$ cat src/rtl/sw_rst_init_pkg.sv
// Shared types and fixed configuration constants for the switch reset/init sequencer.
// Assumes the serial master takes 8-bit addresses and 16-bit values.
package sw_rst_init_pkg;

    typedef enum logic [2:0] {
        ST_IDLE,
        ST_RST_HI,
        ST_RST_LO,
        ST_RST_REC,
        ST_WRITE,
        ST_FIN
    } seq_state_t;

    localparam int WR_COUNT = 2;
    localparam int ADDR_W   = 8;
    localparam int DATA_W   = 16;

    // CPU port: crossover(15), VLAN id 15 (13:10), tagging(4), FD/100/AN/FC (3:0)
    localparam logic [ADDR_W-1:0] CPU_PORT_ADDR = 8'h09;
    localparam logic [DATA_W-1:0] CPU_PORT_VAL  = 16'h8000 | (16'hF << 10) | 16'h0010 | 16'h000F;
    // Mode register: VLAN mode on
    localparam logic [ADDR_W-1:0] MODE_ADDR     = 8'h11;
    localparam logic [DATA_W-1:0] MODE_VAL      = 16'hFF30;

endpackage

$ cat src/rtl/sw_tick_timer.sv
// Phase timer: counts millisecond ticks from a clear and flags the tick on
// which the count equals the limit. Assumes the limit is stable within a phase
// and that clr_i is raised on every phase change.
module sw_tick_timer #(
    parameter int CNT_W = 7
) (
    input  logic             clk,
    input  logic             rst_n,
    input  logic             clr_i,
    input  logic             tick_i,
    input  logic [CNT_W-1:0] limit_i,
    output logic             expire_o
);

    logic [CNT_W-1:0] cnt_q;

    // Tick counter, cleared at phase entry, saturating at the limit
    always_ff @(posedge clk) begin
        if (!rst_n)                         cnt_q <= '0;
        else if (clr_i)                     cnt_q <= '0;
        else if (tick_i && cnt_q != limit_i) cnt_q <= cnt_q + 1'b1;
    end

    // Expiry on the tick that finds the count at the limit
    assign expire_o = tick_i && (cnt_q == limit_i);


    cnt_bound_chk: assert property (@(posedge clk) disable iff (!rst_n)
        !clr_i |=> cnt_q <= limit_i);

endmodule

$ cat src/rtl/sw_cfg_list.sv
// Fixed list of configuration writes, indexed by write number.
// Assumes index 0 is sent first; any higher index maps to the mode write.
module sw_cfg_list
    import sw_rst_init_pkg::*;
#(
    parameter int IDX_W = 1
) (
    input  logic [IDX_W-1:0]  idx_i,
    output logic [ADDR_W-1:0] addr_o,
    output logic [DATA_W-1:0] data_o
);

    // Select the address/value pair for the current write
    always_comb begin
        if (idx_i == '0) begin
            addr_o = CPU_PORT_ADDR;
            data_o = CPU_PORT_VAL;
        end else begin
            addr_o = MODE_ADDR;
            data_o = MODE_VAL;
        end
    end

endmodule

$ cat src/rtl/sw_rst_init_seq.sv
// Switch reset and init sequencer: three-phase reset waveform with pin presets,
// followed by two chained register writes over a shared serial master.
// Assumes ms_tick_i is a one-cycle pulse and wr_done_i pulses once per request.
module sw_rst_init_seq
    import sw_rst_init_pkg::*;
#(
    parameter bit RST_EN   = 1'b1,
    parameter int T_HI_MS  = 20,
    parameter int T_LO_MS  = 100,
    parameter int T_REC_MS = 30
) (
    input  logic              clk,
    input  logic              rst_n,
    input  logic              start_i,
    input  logic              ms_tick_i,
    output logic              rc_o,
    output logic              rc_oe_o,
    output logic              sclk_ovr_en_o,
    output logic              sclk_ovr_o,
    output logic              sdat_ovr_en_o,
    output logic              sdat_ovr_o,
    output logic              csel_ovr_en_o,
    output logic              csel_ovr_o,
    output logic              wr_req_o,
    output logic [ADDR_W-1:0] wr_addr_o,
    output logic [DATA_W-1:0] wr_data_o,
    input  logic              wr_done_i,
    output logic              done_o
);

    localparam int T_MAX1 = (T_HI_MS > T_LO_MS) ? T_HI_MS : T_LO_MS;
    localparam int T_MAX  = (T_MAX1 > T_REC_MS) ? T_MAX1 : T_REC_MS;
    localparam int CNT_W  = $clog2(T_MAX + 1);
    localparam int IDX_W  = (WR_COUNT > 1) ? $clog2(WR_COUNT) : 1;

    seq_state_t       st_q, st_d;
    logic [IDX_W-1:0] idx_q;
    logic             rc_drv_q;
    logic [CNT_W-1:0] limit;
    logic             expire;
    logic             phase_clr;
    logic             accept;
    logic             pin_hold;

    assign accept = start_i && (st_q == ST_IDLE || st_q == ST_FIN);

    // Next-state selection for the reset phases and the write chain
    always_comb begin
        st_d = st_q;
        case (st_q)
            ST_IDLE, ST_FIN: if (accept) st_d = RST_EN ? ST_RST_HI : ST_WRITE;
            ST_RST_HI:       if (expire) st_d = ST_RST_LO;
            ST_RST_LO:       if (expire) st_d = ST_RST_REC;
            ST_RST_REC:      if (expire) st_d = ST_WRITE;
            ST_WRITE:        if (wr_done_i && idx_q == IDX_W'(WR_COUNT - 1)) st_d = ST_FIN;
            default:         st_d = ST_IDLE;
        endcase
    end

    // Tick limit of the phase in progress
    always_comb begin
        case (st_q)
            ST_RST_HI:  limit = CNT_W'(T_HI_MS);
            ST_RST_LO:  limit = CNT_W'(T_LO_MS);
            ST_RST_REC: limit = CNT_W'(T_REC_MS);
            default:    limit = '0;
        endcase
    end

    assign phase_clr = (st_d != st_q);

    sw_tick_timer #(.CNT_W(CNT_W)) timer_i (
        .clk      (clk),
        .rst_n    (rst_n),
        .clr_i    (phase_clr),
        .tick_i   (ms_tick_i),
        .limit_i  (limit),
        .expire_o (expire)
    );

    // State, write index and sticky reset-drive flag
    always_ff @(posedge clk) begin
        if (!rst_n) begin
            st_q     <= ST_IDLE;
            idx_q    <= '0;
            rc_drv_q <= 1'b0;
        end else begin
            st_q <= st_d;
            if (accept)                               idx_q <= '0;
            else if (st_q == ST_WRITE && wr_done_i)   idx_q <= idx_q + 1'b1;
            if (st_q == ST_RST_REC && expire)         rc_drv_q <= 1'b1;
        end
    end

    sw_cfg_list #(.IDX_W(IDX_W)) list_i (
        .idx_i  (idx_q),
        .addr_o (wr_addr_o),
        .data_o (wr_data_o)
    );

    // Pin and handshake outputs decoded from the state
    always_comb begin
        pin_hold      = (st_q == ST_RST_LO) || (st_q == ST_RST_REC);
        rc_o          = (st_q != ST_RST_LO);
        rc_oe_o       = rc_drv_q || (st_q == ST_RST_HI) || pin_hold;
        sclk_ovr_en_o = pin_hold;
        sclk_ovr_o    = pin_hold;
        sdat_ovr_en_o = pin_hold;
        sdat_ovr_o    = 1'b0;
        csel_ovr_en_o = pin_hold;
        csel_ovr_o    = 1'b0;
        wr_req_o      = (st_q == ST_WRITE);
        done_o        = (st_q == ST_FIN);
    end


    preset_at_rise_chk: assert property (@(posedge clk) disable iff (!rst_n)
        $rose(rc_o) |-> sclk_ovr_en_o && sclk_ovr_o && sdat_ovr_en_o && !sdat_ovr_o);


    write_after_release_chk: assert property (@(posedge clk) disable iff (!rst_n)
        wr_req_o |-> !sclk_ovr_en_o && !csel_ovr_en_o && (rc_oe_o == RST_EN));


    req_hold_chk: assert property (@(posedge clk) disable iff (!rst_n)
        wr_req_o && !wr_done_i |=> wr_req_o && $stable(wr_addr_o) && $stable(wr_data_o));


    done_hold_chk: assert property (@(posedge clk) disable iff (!rst_n)
        done_o && !start_i |=> done_o);


    done_clear_chk: assert property (@(posedge clk) disable iff (!rst_n)
        $fell(done_o) |-> $past(start_i));

endmodule

$ cat config.mk
export PLATFORM = sky130hd
export DESIGN_NAME = sw_rst_init_seq
export DESIGN_NICKNAME = d
export VERILOG_FILES = /design/src/rtl/sw_rst_init_pkg.sv /design/src/rtl/sw_tick_timer.sv /design/src/rtl/sw_cfg_list.sv /design/src/rtl/sw_rst_init_seq.sv
export SDC_FILE = /design/constraint.sdc
export NUM_CORES = 1
export LEC_CHECK = 0
export ABC_AREA = 1
export BUFFER_PORTS_ARGS = -buffer_cell sky130_fd_sc_hd__buf_2
export CAP_MARGIN = 10
export CORE_ASPECT_RATIO = 1.5
export CORE_MARGIN = 10
export CORE_UTILIZATION = 44
export CTS_CLUSTER_SIZE = 20
export DETAILED_ROUTE_END_ITERATION = 8
export GPL_ROUTABILITY_DRIVEN = 0
export GPL_TIMING_DRIVEN = 0
export PLACE_DENSITY = 0.75
export SETUP_SLACK_MARGIN = 0.5
export SYNTH_ARGS = -nofsm -noshare
export SYNTH_HDL_FRONTEND = slang
export SYNTH_SLANG_ARGS = --single-unit
$ cat constraint.sdc
create_clock -name clk -period 1.6 [get_ports clk]
set_clock_uncertainty 0.1 [all_clocks]
set_input_delay 0.16 -clock clk [delete_from_list [all_inputs] [get_ports clk]]
set_output_delay 0.16 -clock clk [all_outputs]
set_load 0.01 [all_outputs]
==> results.cfg, run 1 <==
[status]
outcome = finished, violations left
violations = negative setup slack

[timing]
period_share_pct = 111
hold_viol_final = 0
setup_viol = 13
fmax_ghz = 0.561
rsz0062_at_grt = true
finalMaxSlewViolations = 0
layout_min_cycle_time_ns = 1.78
tns_ns = -1.66
postLayoutSetupSlackWorst_ns = -0.184

[hold_path]
hold_end = st_q[0]
hold_path_class = input port to flip-flop
worstHoldPathCells = 3
hold_start = rst_n

[yosys]
async_flop_share_pct = 0
synthTopCellsByCount = 35 x nand2_1, 28 x buf_4, 22 x inv_1
syn_avg_cell_area_um2 = 6.24
yosysSeqAreaShare_pct = 22.8
synthTopCellsByArea = dfxtp_1 23%, buf_4 20%, nand2_1 12%
synth_top_area_cell = dfxtp_1
synth-edff-count = 0
syn-cell-area_um2 = 1050
yosys_most_used_dff = dfxtp_1
ys_ff_latch = 12
syn_inst = 169
synth.distinct_cells = 24
yosysMostFrequentCell = nand2_1
ys_warn_count = 0
synth_top_area_share_pct = 22.8

[setup_path]
arrival_ns = 1.92
worstSetupPathType = flip-flop to flip-flop
worstPathRequired_ns = 1.73
crit_buf_inv = 3
cp_top_family = simple AND/OR/NAND/NOR gates
slowest_stage = dfxtp_2
worstSetupEndpointType = flip-flop
cp_cell_sequence = buf_8, buf_4, nand2_4, nor2_4, nand2_1, o211ai_1, inv_1, nor2_2, nand3_4, nor2_1
ff2ff_setup_slack_ns = -0.18
regToRegEndpoint = timer_i.cnt_q[0]
cpPeakStageDelay_ns = 0.34
cp_max_fo = 7
timing.rr.start = st_q[0]
start_kind = flip-flop
r2r_cells = 10

[floorplanning]
initial_core_util_pct = 46.7
die_h_um = 80.0
io_pins = 39
core_area_um2 = 2260
rows = 21
die_w_um = 60.0
dieArea_um2 = 4800

[power_and_ir_drop]
p_per_area_nw_per_um2 = 609
ir_drop_mv = 0.478
power_mw = 1.17
p_leak_nw = 0.971

[clock_tree]
cts_made_buffers = 3
cts.sinks = 12
worstSkewPairLatency_ns = 0.29
cts_root_buf = clkbuf_4
cts_hold_buf = 0
cts_tree = built
clockBufferDepth = 2
path_clk_slew_ns = 0.08
cts.htree.levels = 1

[detailed_routing]
postRouteAntennaNets = 0
detail_route.vias_per_cell = 5.04
firstDrtPassIters = 4
first_iter_violations = 55
drc = 0
vias = 1291
wl_um = 4370
routedWlPerCell_um = 17.1

[finish]
nNetsFinal = 240
num_antenna_cells = 0
layout-drive-gt1-share_pct = 57.5
syn_to_final_growth_pct = 81.6
fillers = 132

[global_routing]
grt.overflow.total = 0
track_usage_pct = 15.0
busiest_layer = met2
met1_usage_pct = 14.8
grt_max_degree = 11
grt_pass1_vias = 1211
use_met3_pct = 2.23
grt_use_met2_pct = 28.1
grt_antenna_before_repair = 0
grt_pass1_wl_um = 5760

[placed_design]
dpl.hpwl_um = 2140
port_buffers = 21

[flow_run]
maxCapViolations = 0
[per-stage QoR]
step	hold WS [ns]	util (%)	cells	cell area, um2	setup WS, ns
after floorplan	0.158	-	183	1180	0.0903
after global placement	0.303	58.0	227	1310	-0.0799
after detailed placement	0.308	58.0	227	1310	-0.130
after CTS	0.00523	75.6	249	1710	-0.0769
after global routing	0.0434	84.8	256	1920	-0.320
final	0.0461	84.8	256	1920	-0.184
[worst min-delay path: stages]
cell and delay (ns):
buf_2 0.14, nand2_2 0.07, inv_1 0.03
[where the power goes]
part	switching [mW]	internal, mW	leakage [nW]
clock	0.122	0.139	0.0210
sequential	0.0146	0.306	0.0997
combinational	0.333	0.252	0.851
total	0.470	0.697	0.971
[how the worst max path moves through the flow]
stage                 start               end  cells past startpoint
CTS                 st_q[0]  timer_i.cnt_q[0]                     13
finish              st_q[0]  timer_i.cnt_q[0]                     10
detailed placement  st_q[2]  timer_i.cnt_q[0]                     12
global route        st_q[0]  timer_i.cnt_q[6]                     10
global placement    st_q[0]  timer_i.cnt_q[6]                     13
floorplan           st_q[1]  timer_i.cnt_q[0]                     11
[cell type report]
| type | count | area (um2) | share of cell area [%] |
|---|---|---|---|
| clock buffer | 4 | 36.3 | 1.89 |
| inverter | 26 | 133 | 6.92 |
| buffer | 30 | 264 | 13.8 |
| tap | 23 | 28.8 | 1.50 |
| multi-input combinational | 115 | 790 | 41.2 |
| sequential | 12 | 253 | 13.2 |
| timing repair buffer | 46 | 412 | 21.5 |
[cells in the final DEF (no fill, tap or decap), drive strengths merged]
| cell type | Yosys | layout |
|---|---|---|
| a21oi | 5 | 5 |
| nand4 | 1 | 1 |
| ha | 1 | 1 |
| nand3b | 1 | 1 |
| buf | 30 | 76 |
| clkinv | 0 | 1 |
| xor2 | 4 | 4 |
| nand3 | 21 | 21 |
| o21ai | 3 | 3 |
| conb | 2 | 16 |
| o211ai | 1 | 1 |
| nor3 | 1 | 1 |
| clkbuf | 0 | 4 |
| nor2 | 22 | 22 |
| nand2 | 38 | 38 |
| a211oi | 1 | 1 |
| inv | 26 | 25 |
| dfxtp | 12 | 12 |
[cells by family after synthesis]
group / after synthesis / share of synthesized area [%]
xor gates and xnor gates: 4 / 3.32
DFF: 12 / 22.8
buffers and inverters: 56 / 30.4
other: 2 / 0.712
and+or+nand+nor: 84 / 36.4
AOI/OAI and AO/OA: 10 / 5.22
adders and majority gates: 1 / 1.19
[registers in the layout (all words and copies together), names as in the netlist]
signal,cells
st_q,3
idx_q,1
rc_drv_q,1
timer_i.cnt_q,7
[routing by layer]
layer | share of wire, % | wire [um]
met5 | 0 | 0
met4 | 4.7 | 204
met3 | 6.5 | 286
met2 | 55 | 2430
met1 | 33 | 1460
[what timing repair did]
action,in CTS,in global routing
gates resized for setup,54,34
pin swaps,20,14
buffers inserted,18,7
setup endpoints to repair,30,30
Note: power is estimated with default switching activity, not from simulation.
==> run 2: changes to the inputs <==
--- a/config.mk
+++ b/config.mk
@@ -10,12 +10,12 @@
 export CAP_MARGIN = 10
 export CORE_ASPECT_RATIO = 1.5
 export CORE_MARGIN = 10
-export CORE_UTILIZATION = 44
+export CORE_UTILIZATION = 52
 export CTS_CLUSTER_SIZE = 20
 export DETAILED_ROUTE_END_ITERATION = 8
 export GPL_ROUTABILITY_DRIVEN = 0
 export GPL_TIMING_DRIVEN = 0
-export PLACE_DENSITY = 0.75
+export PLACE_DENSITY = 0.84
 export SETUP_SLACK_MARGIN = 0.5
 export SYNTH_ARGS = -nofsm -noshare
 export SYNTH_HDL_FRONTEND = slang
==> constraint.sdc (replaced) <==
create_clock -name clk -period 2.2 [get_ports clk]
set_clock_uncertainty 0.1 [all_clocks]
set_input_delay 0.22 -clock clk [delete_from_list [all_inputs] [get_ports clk]]
set_output_delay 0.22 -clock clk [all_outputs]
set_load 0.01 [all_outputs]
==> run 2 against run 1 <==
Net effect: the run now ends clean; setup slack better by 0.59 ns; critical path depth stayed put; clock power is 43% lower; combinational power is 39% lower; utilization is 0.30 points higher; first-iteration DRC count is 51% lower; count of clock-buffer cells in the layout is 1 lower; routed wire length is 20% lower; die area is 11% lower; non-clock buffer count is 7 lower; via count is 6.8% lower; worst hold slack better by 0.018 ns; critical endpoint is now timer_i.cnt_q[3]; largest cell class unchanged; highest routed layer unchanged.
==> results.cfg, run 2 (same netlist as run 1, synthesis figures left out) <==
[floorplanning]
core_area_um2 = 1880
die_w_um = 56.8
initial_core_util_pct = 56.2
rows = 19
io_pins = 39
dieArea_um2 = 4270
die_h_um = 75.2

[timing]
setup_viol = 0
rsz0062_at_grt = true
period_share_pct = 81.5
layout_min_cycle_time_ns = 1.79
finalMaxSlewViolations = 0
fmax_ghz = 0.557
hold_viol_final = 0
tns_ns = 0

[detailed_routing]
wl_um = 3510
firstDrtPassIters = 4
first_iter_violations = 27
detail_route.vias_per_cell = 4.89
routedWlPerCell_um = 14.3
drc = 0
postRouteAntennaNets = 0
vias = 1203

[clock_tree]
cts.sinks = 12
cts_root_buf = clkbuf_4
cts.htree.levels = 1
cts_made_buffers = 3
cts_tree = built
cts_hold_buf = 0
path_clk_slew_ns = 0.08
worstSkewPairLatency_ns = 0.28
clockBufferDepth = 2

[global_routing]
grt_antenna_before_repair = 0
grt_pass1_vias = 1127
track_usage_pct = 13.6
grt_pass1_wl_um = 4730
grt.overflow.total = 0
grt_max_degree = 10

[setup_path]
r2r_cells = 10
arrival_ns = 1.92
worstSetupEndpointType = flip-flop
regToRegEndpoint = timer_i.cnt_q[3]
worstPathRequired_ns = 2.33
ff2ff_setup_slack_ns = 0.41
crit_end = timer_i.cnt_q[3]
cp_max_fo = 7
start_kind = flip-flop
timing.rr.start = st_q[0]
worstSetupPathType = flip-flop to flip-flop
cp-startpoint = st_q[0]

[finish]
top_register = timer_i.cnt_q
nNetsFinal = 233
num_antenna_cells = 0
mostFrequentLayoutCell = buf_4
top_regs = timer_i.cnt_q (7), st_q (3)
final_cell_mix = 45 x buf_4, 24 x nand2_1, 22 x buf_2
fillers = 108
layout-drive-gt1-share_pct = 52.9
instances_no_fill = 246
largest_register_ffs = 7
syn_to_final_growth_pct = 51.5

[placed_design]
dp_cells = 225
dpl.hpwl_um = 2080
port_buffers = 21

[power_and_ir_drop]
p_switching_mw = 0.307
p_seq_share_pct = 31.6
cellInternalPower_mw = 0.430
p_leak_nw = 0.853
p_per_area_nw_per_um2 = 461
ir_drop_mv = 0.406
clkPwrFrac_pct = 20.1
combPwrFrac_pct = 48.3
p_sw_share_pct = 41.6

[hold_path]
hold_path_class = input port to flip-flop

[status]
outcome = finished, final reports clean

[flow_run]
maxCapViolations = 0
run 2: per-stage QoR:
| step | cell area (um2) | worst slack (ns) | power (mW) | utilization, % | hold slack, ns |
|---|---|---|---|---|---|
| 3_5_place_dp | 1240 | 0.312 | 0.450 | 66.1 | 0.350 |
| 2_1_floorplan | 1110 | 0.547 | 0.405 | - | 0.218 |
| 6_report | 1600 | 0.406 | 0.737 | 85.1 | 0.0643 |
| 3_3_place_gp | 1240 | 0.410 | 0.442 | 66.1 | 0.347 |
| 5_1_grt | 1600 | 0.326 | 0.758 | 85.1 | 0.0908 |
| 4_1_cts | 1390 | 0.504 | 0.632 | 73.9 | 0.0607 |
run 2: metal layers:
layer	vias up	track usage, %	routed length [um]
li1	591	-	-
met1	524	11.2	1140
met2	61	25.4	1820
met3	27	5.05	294
met4	0	11.3	252
met5	-	0	0
run 2: final cells by class:
class                   instances  area, um2  area share, %
well taps                      21       26.3           1.64
clock buffers                   3       22.5           1.41
inverters                      26        113           7.05
plain buffers                  30        230           14.4
flip-flops and latches         12        249           15.6
repair buffers                 39        244           15.3
multi-input cells             115        713           44.6
run 2: power by group through the flow:
stage	Clock, mW	Combinational, mW	Sequential (mW)
2_1_floorplan	0	0.170	0.235
3_3_place_gp	0	0.206	0.236
3_5_place_dp	0	0.213	0.236
4_1_cts	0.143	0.258	0.231
5_1_grt	0.145	0.379	0.233
6_report	0.148	0.356	0.233
run 2: worst min-delay path by stage:
stage                    to  depth (start not counted)   from
floorplan           st_q[0]                          2  rst_n
global placement    st_q[0]                          3  rst_n
detailed placement  st_q[0]                          3  rst_n
CTS                 st_q[0]                          3  rst_n
global route        st_q[0]                          3  rst_n
finish              st_q[0]                          3  rst_n
run 2: what timing repair did:
item                                   4_1_cts  5_1_grt
pin swaps                                    4       22
setup endpoints to repair                    7       11
gates resized for setup                     20       38
buffers inserted                             8       10
endpoints found under the hold margin        0        0
run 2: critical path, cell delays in order (launching register included):
cell      delay, ns
dfxtp_2        0.35
buf_8          0.14
buf_4          0.12
nand2_1        0.08
nor2_2         0.20
nand2_1        0.08
o211ai_1       0.10
inv_1          0.10
nor2_2         0.18
nand3_4        0.16
nor2_2         0.13
==> run 3: changes to the inputs <==
--- a/config.mk
+++ b/config.mk
@@ -5,17 +5,17 @@
 export SDC_FILE = /design/constraint.sdc
 export NUM_CORES = 1
 export LEC_CHECK = 0
-export ABC_AREA = 1
+export ABC_AREA = 0
 export BUFFER_PORTS_ARGS = -buffer_cell sky130_fd_sc_hd__buf_2
 export CAP_MARGIN = 10
 export CORE_ASPECT_RATIO = 1.5
 export CORE_MARGIN = 10
-export CORE_UTILIZATION = 52
+export CORE_UTILIZATION = 43
 export CTS_CLUSTER_SIZE = 20
 export DETAILED_ROUTE_END_ITERATION = 8
 export GPL_ROUTABILITY_DRIVEN = 0
 export GPL_TIMING_DRIVEN = 0
-export PLACE_DENSITY = 0.84
+export PLACE_DENSITY = 0.74
 export SETUP_SLACK_MARGIN = 0.5
 export SYNTH_ARGS = -nofsm -noshare
 export SYNTH_HDL_FRONTEND = slang
==> constraint.sdc (replaced) <==
create_clock -name clk -period 1.65 [get_ports clk]
set_clock_uncertainty 0.1 [all_clocks]
set_input_delay 0.165 -clock clk [delete_from_list [all_inputs] [get_ports clk]]
set_output_delay 0.165 -clock clk [all_outputs]
set_load 0.01 [all_outputs]
==> run 3 against run 2 <==
Net effect: the flow now finishes with violations (negative setup slack); global-route usage is 0.81 points lower; sequential cell count stayed put; sequential power is 35% higher; non-clock buffer count is 4 higher; clock power is 64% higher; synthesized cell count is 25% lower; die area is 12% higher; register-to-register slack worse by 0.54 ns; final area is 1.4% higher; synthesized area is 3.1% lower; critical path depth is 5 lower; combinational power is 20% higher.
==> results.cfg, run 3 <==
[setup_path]
cp_max_fo = 3
worstSetupEndpointType = flip-flop
slowest_stage = o41a_1
start_kind = flip-flop
crit_buf_inv = 0
cp_cell_sequence = nand2b_4, mux2_4, o41a_1, o41ai_2, a21oi_1
arrival_ns = 1.84
worstSetupPathType = flip-flop to flip-flop
cpPeakStageDelay_ns = 0.37
worstPathRequired_ns = 1.71
cp_top_family = compound AO/OA/AOI/OAI gates

[clock_tree]
cts_tree = built
cts_root_buf = clkbuf_4
clockBufferDepth = 2
cts.htree.levels = 1
cts.sinks = 12
cts_made_buffers = 3
path_clk_slew_ns = 0.08
worstSkewPairLatency_ns = 0.28

[finish]
syn_to_final_growth_pct = 58.5
post-route-util_pct = 71.7
nNetsFinal = 192
layout-drive-gt1-share_pct = 59.5
largest_register_ffs = 7
mostFrequentLayoutCell = buf_4
instances_no_fill = 208
top_regs = timer_i.cnt_q (7), st_q (3)
num_antenna_cells = 0
final_cell_mix = 38 x buf_4, 16 x conb_1, 16 x buf_2
top_register = timer_i.cnt_q

[power_and_ir_drop]
p_per_area_nw_per_um2 = 608
clkPwrFrac_pct = 24.6
p_sw_share_pct = 33.1
p_switching_mw = 0.326
ir_drop_mv = 0.416
power_mw = 0.986
p_seq_share_pct = 31.9
p_leak_nw = 0.730
cellInternalPower_mw = 0.659
combPwrFrac_pct = 43.5

[timing]
period_share_pct = 108
fmax_ghz = 0.562
finalMaxSlewViolations = 0
rsz0062_at_grt = true
setup_viol = 15
tns_ns = -1.23
postLayoutSetupSlackWorst_ns = -0.130
hold_viol_final = 0
layout_min_cycle_time_ns = 1.78

[yosys]
syn_avg_cell_area_um2 = 8.05
yosys_most_used_dff = dfxtp_1
synth-edff-count = 0
syn-cell-area_um2 = 1020
yosysSeqAreaShare_pct = 23.5
synth_top_area_cell = dfxtp_1
ys_warn_count = 0
yosysMostFrequentCell = buf_4
ys_ff_latch = 12
syn_inst = 127
synthTopCellsByArea = dfxtp_1 24%, buf_4 21%, nor2_1 4.0%
synth.distinct_cells = 46
synthTopCellsByCount = 29 x buf_4, 12 x dfxtp_1, 11 x nor2_1
async_flop_share_pct = 0
synth_top_area_share_pct = 23.5

[flow_run]
maxCapViolations = 0

[floorplanning]
die_w_um = 59.8
io_pins = 39
initial_core_util_pct = 45.2
dieArea_um2 = 4770
rows = 21
die_h_um = 79.7
core_area_um2 = 2260

[global_routing]
grt.overflow.total = 0
track_usage_pct = 12.8
grt_antenna_before_repair = 0
grt_max_degree = 11
grt_pass1_wl_um = 4830
grt_pass1_vias = 1094

[detailed_routing]
first_iter_violations = 31
vias = 1037
wl_um = 3150
detail_route.vias_per_cell = 4.99
routedWlPerCell_um = 15.1
drc = 0
firstDrtPassIters = 4
postRouteAntennaNets = 0

[placed_design]
dp_cells = 186
port_buffers = 22
dpl.hpwl_um = 1940

[status]
outcome = finished, violations left
violations = negative setup slack

[hold_path]
hold_path_class = input port to flip-flop
-- run 3: worst paths after layout --
check                 from  endpoint  slack, ns  cells after the start
setup / recovery   st_q[2]   st_q[0]      -0.13                      5
hold / removal       rst_n  rc_drv_q       0.09                      3
setup reg to reg   st_q[2]   st_q[0]      -0.13                      5
hold reg to reg   rc_drv_q  rc_drv_q       0.38                      2
-- run 3: layout make-up --
type / count / area (um2)
clock buffer: 4 / 36.3
fill: 170 / 639
timing repair buffer: 40 / 305
buffer: 33 / 282
multi-input combinational: 93 / 701
inverter: 3 / 11.3
tap: 23 / 28.8
sequential: 12 / 256
-- run 3: worst min-delay path, cell delays in order --
cell     delay [ns]
buf_2          0.15
nand2_1        0.07
o31ai_1        0.06
-- run 3: cells by family (layout without fill, tap and decap cells) --
group	Yosys count	count (layout)	synth area share [%]
compound gates	27	27	21.4
xor+xnor	3	3	2.57
buf+inv	36	80	24.0
other cells	2	16	0.735
fa+ha+maj	1	1	1.22
simple gates	44	44	24.1
flops	12	12	23.5
mux	2	2	2.45
-- run 3: metal layers --
metal / vias up / GRT usage, % / wire, um
met5: - / 0 / 0
met4: 0 / 6.76 / 36
met3: 4 / 6.05 / 308
met2: 45 / 22.1 / 1650
met1: 472 / 11.9 / 1150
li1: 516 / - / -
-- run 3: through the flow --
stage	hold slack, ns	setup WS [ns]	cell area, um2
after global routing	0.106	-0.185	1620
after global placement	0.345	-0.124	1220
after CTS	0.0712	-0.130	1500
final	0.0873	-0.130	1620
after detailed placement	0.350	-0.186	1220
after floorplan	0.173	-0.00236	1090
-- run 3: what timing repair did --
item | 4_1_cts | 5_1_grt
endpoints found under the hold margin | 0 | 0
buffers inserted | 9 | 8
gates cloned | 1 | 0
pin swaps | 9 | 12
hold buffers | 0 | 0
setup endpoints to repair | 30 | 30
gates resized for setup | 38 | 15
-- run 3: power groups by stage --
stage / Clock [mW] / Sequential, mW / Combinational [mW]
floorplan: 0 / 0.315 / 0.219
global placement: 0 / 0.318 / 0.267
detailed placement: 0 / 0.319 / 0.273
CTS: 0.245 / 0.313 / 0.351
global route: 0.262 / 0.316 / 0.458
finish: 0.243 / 0.315 / 0.428
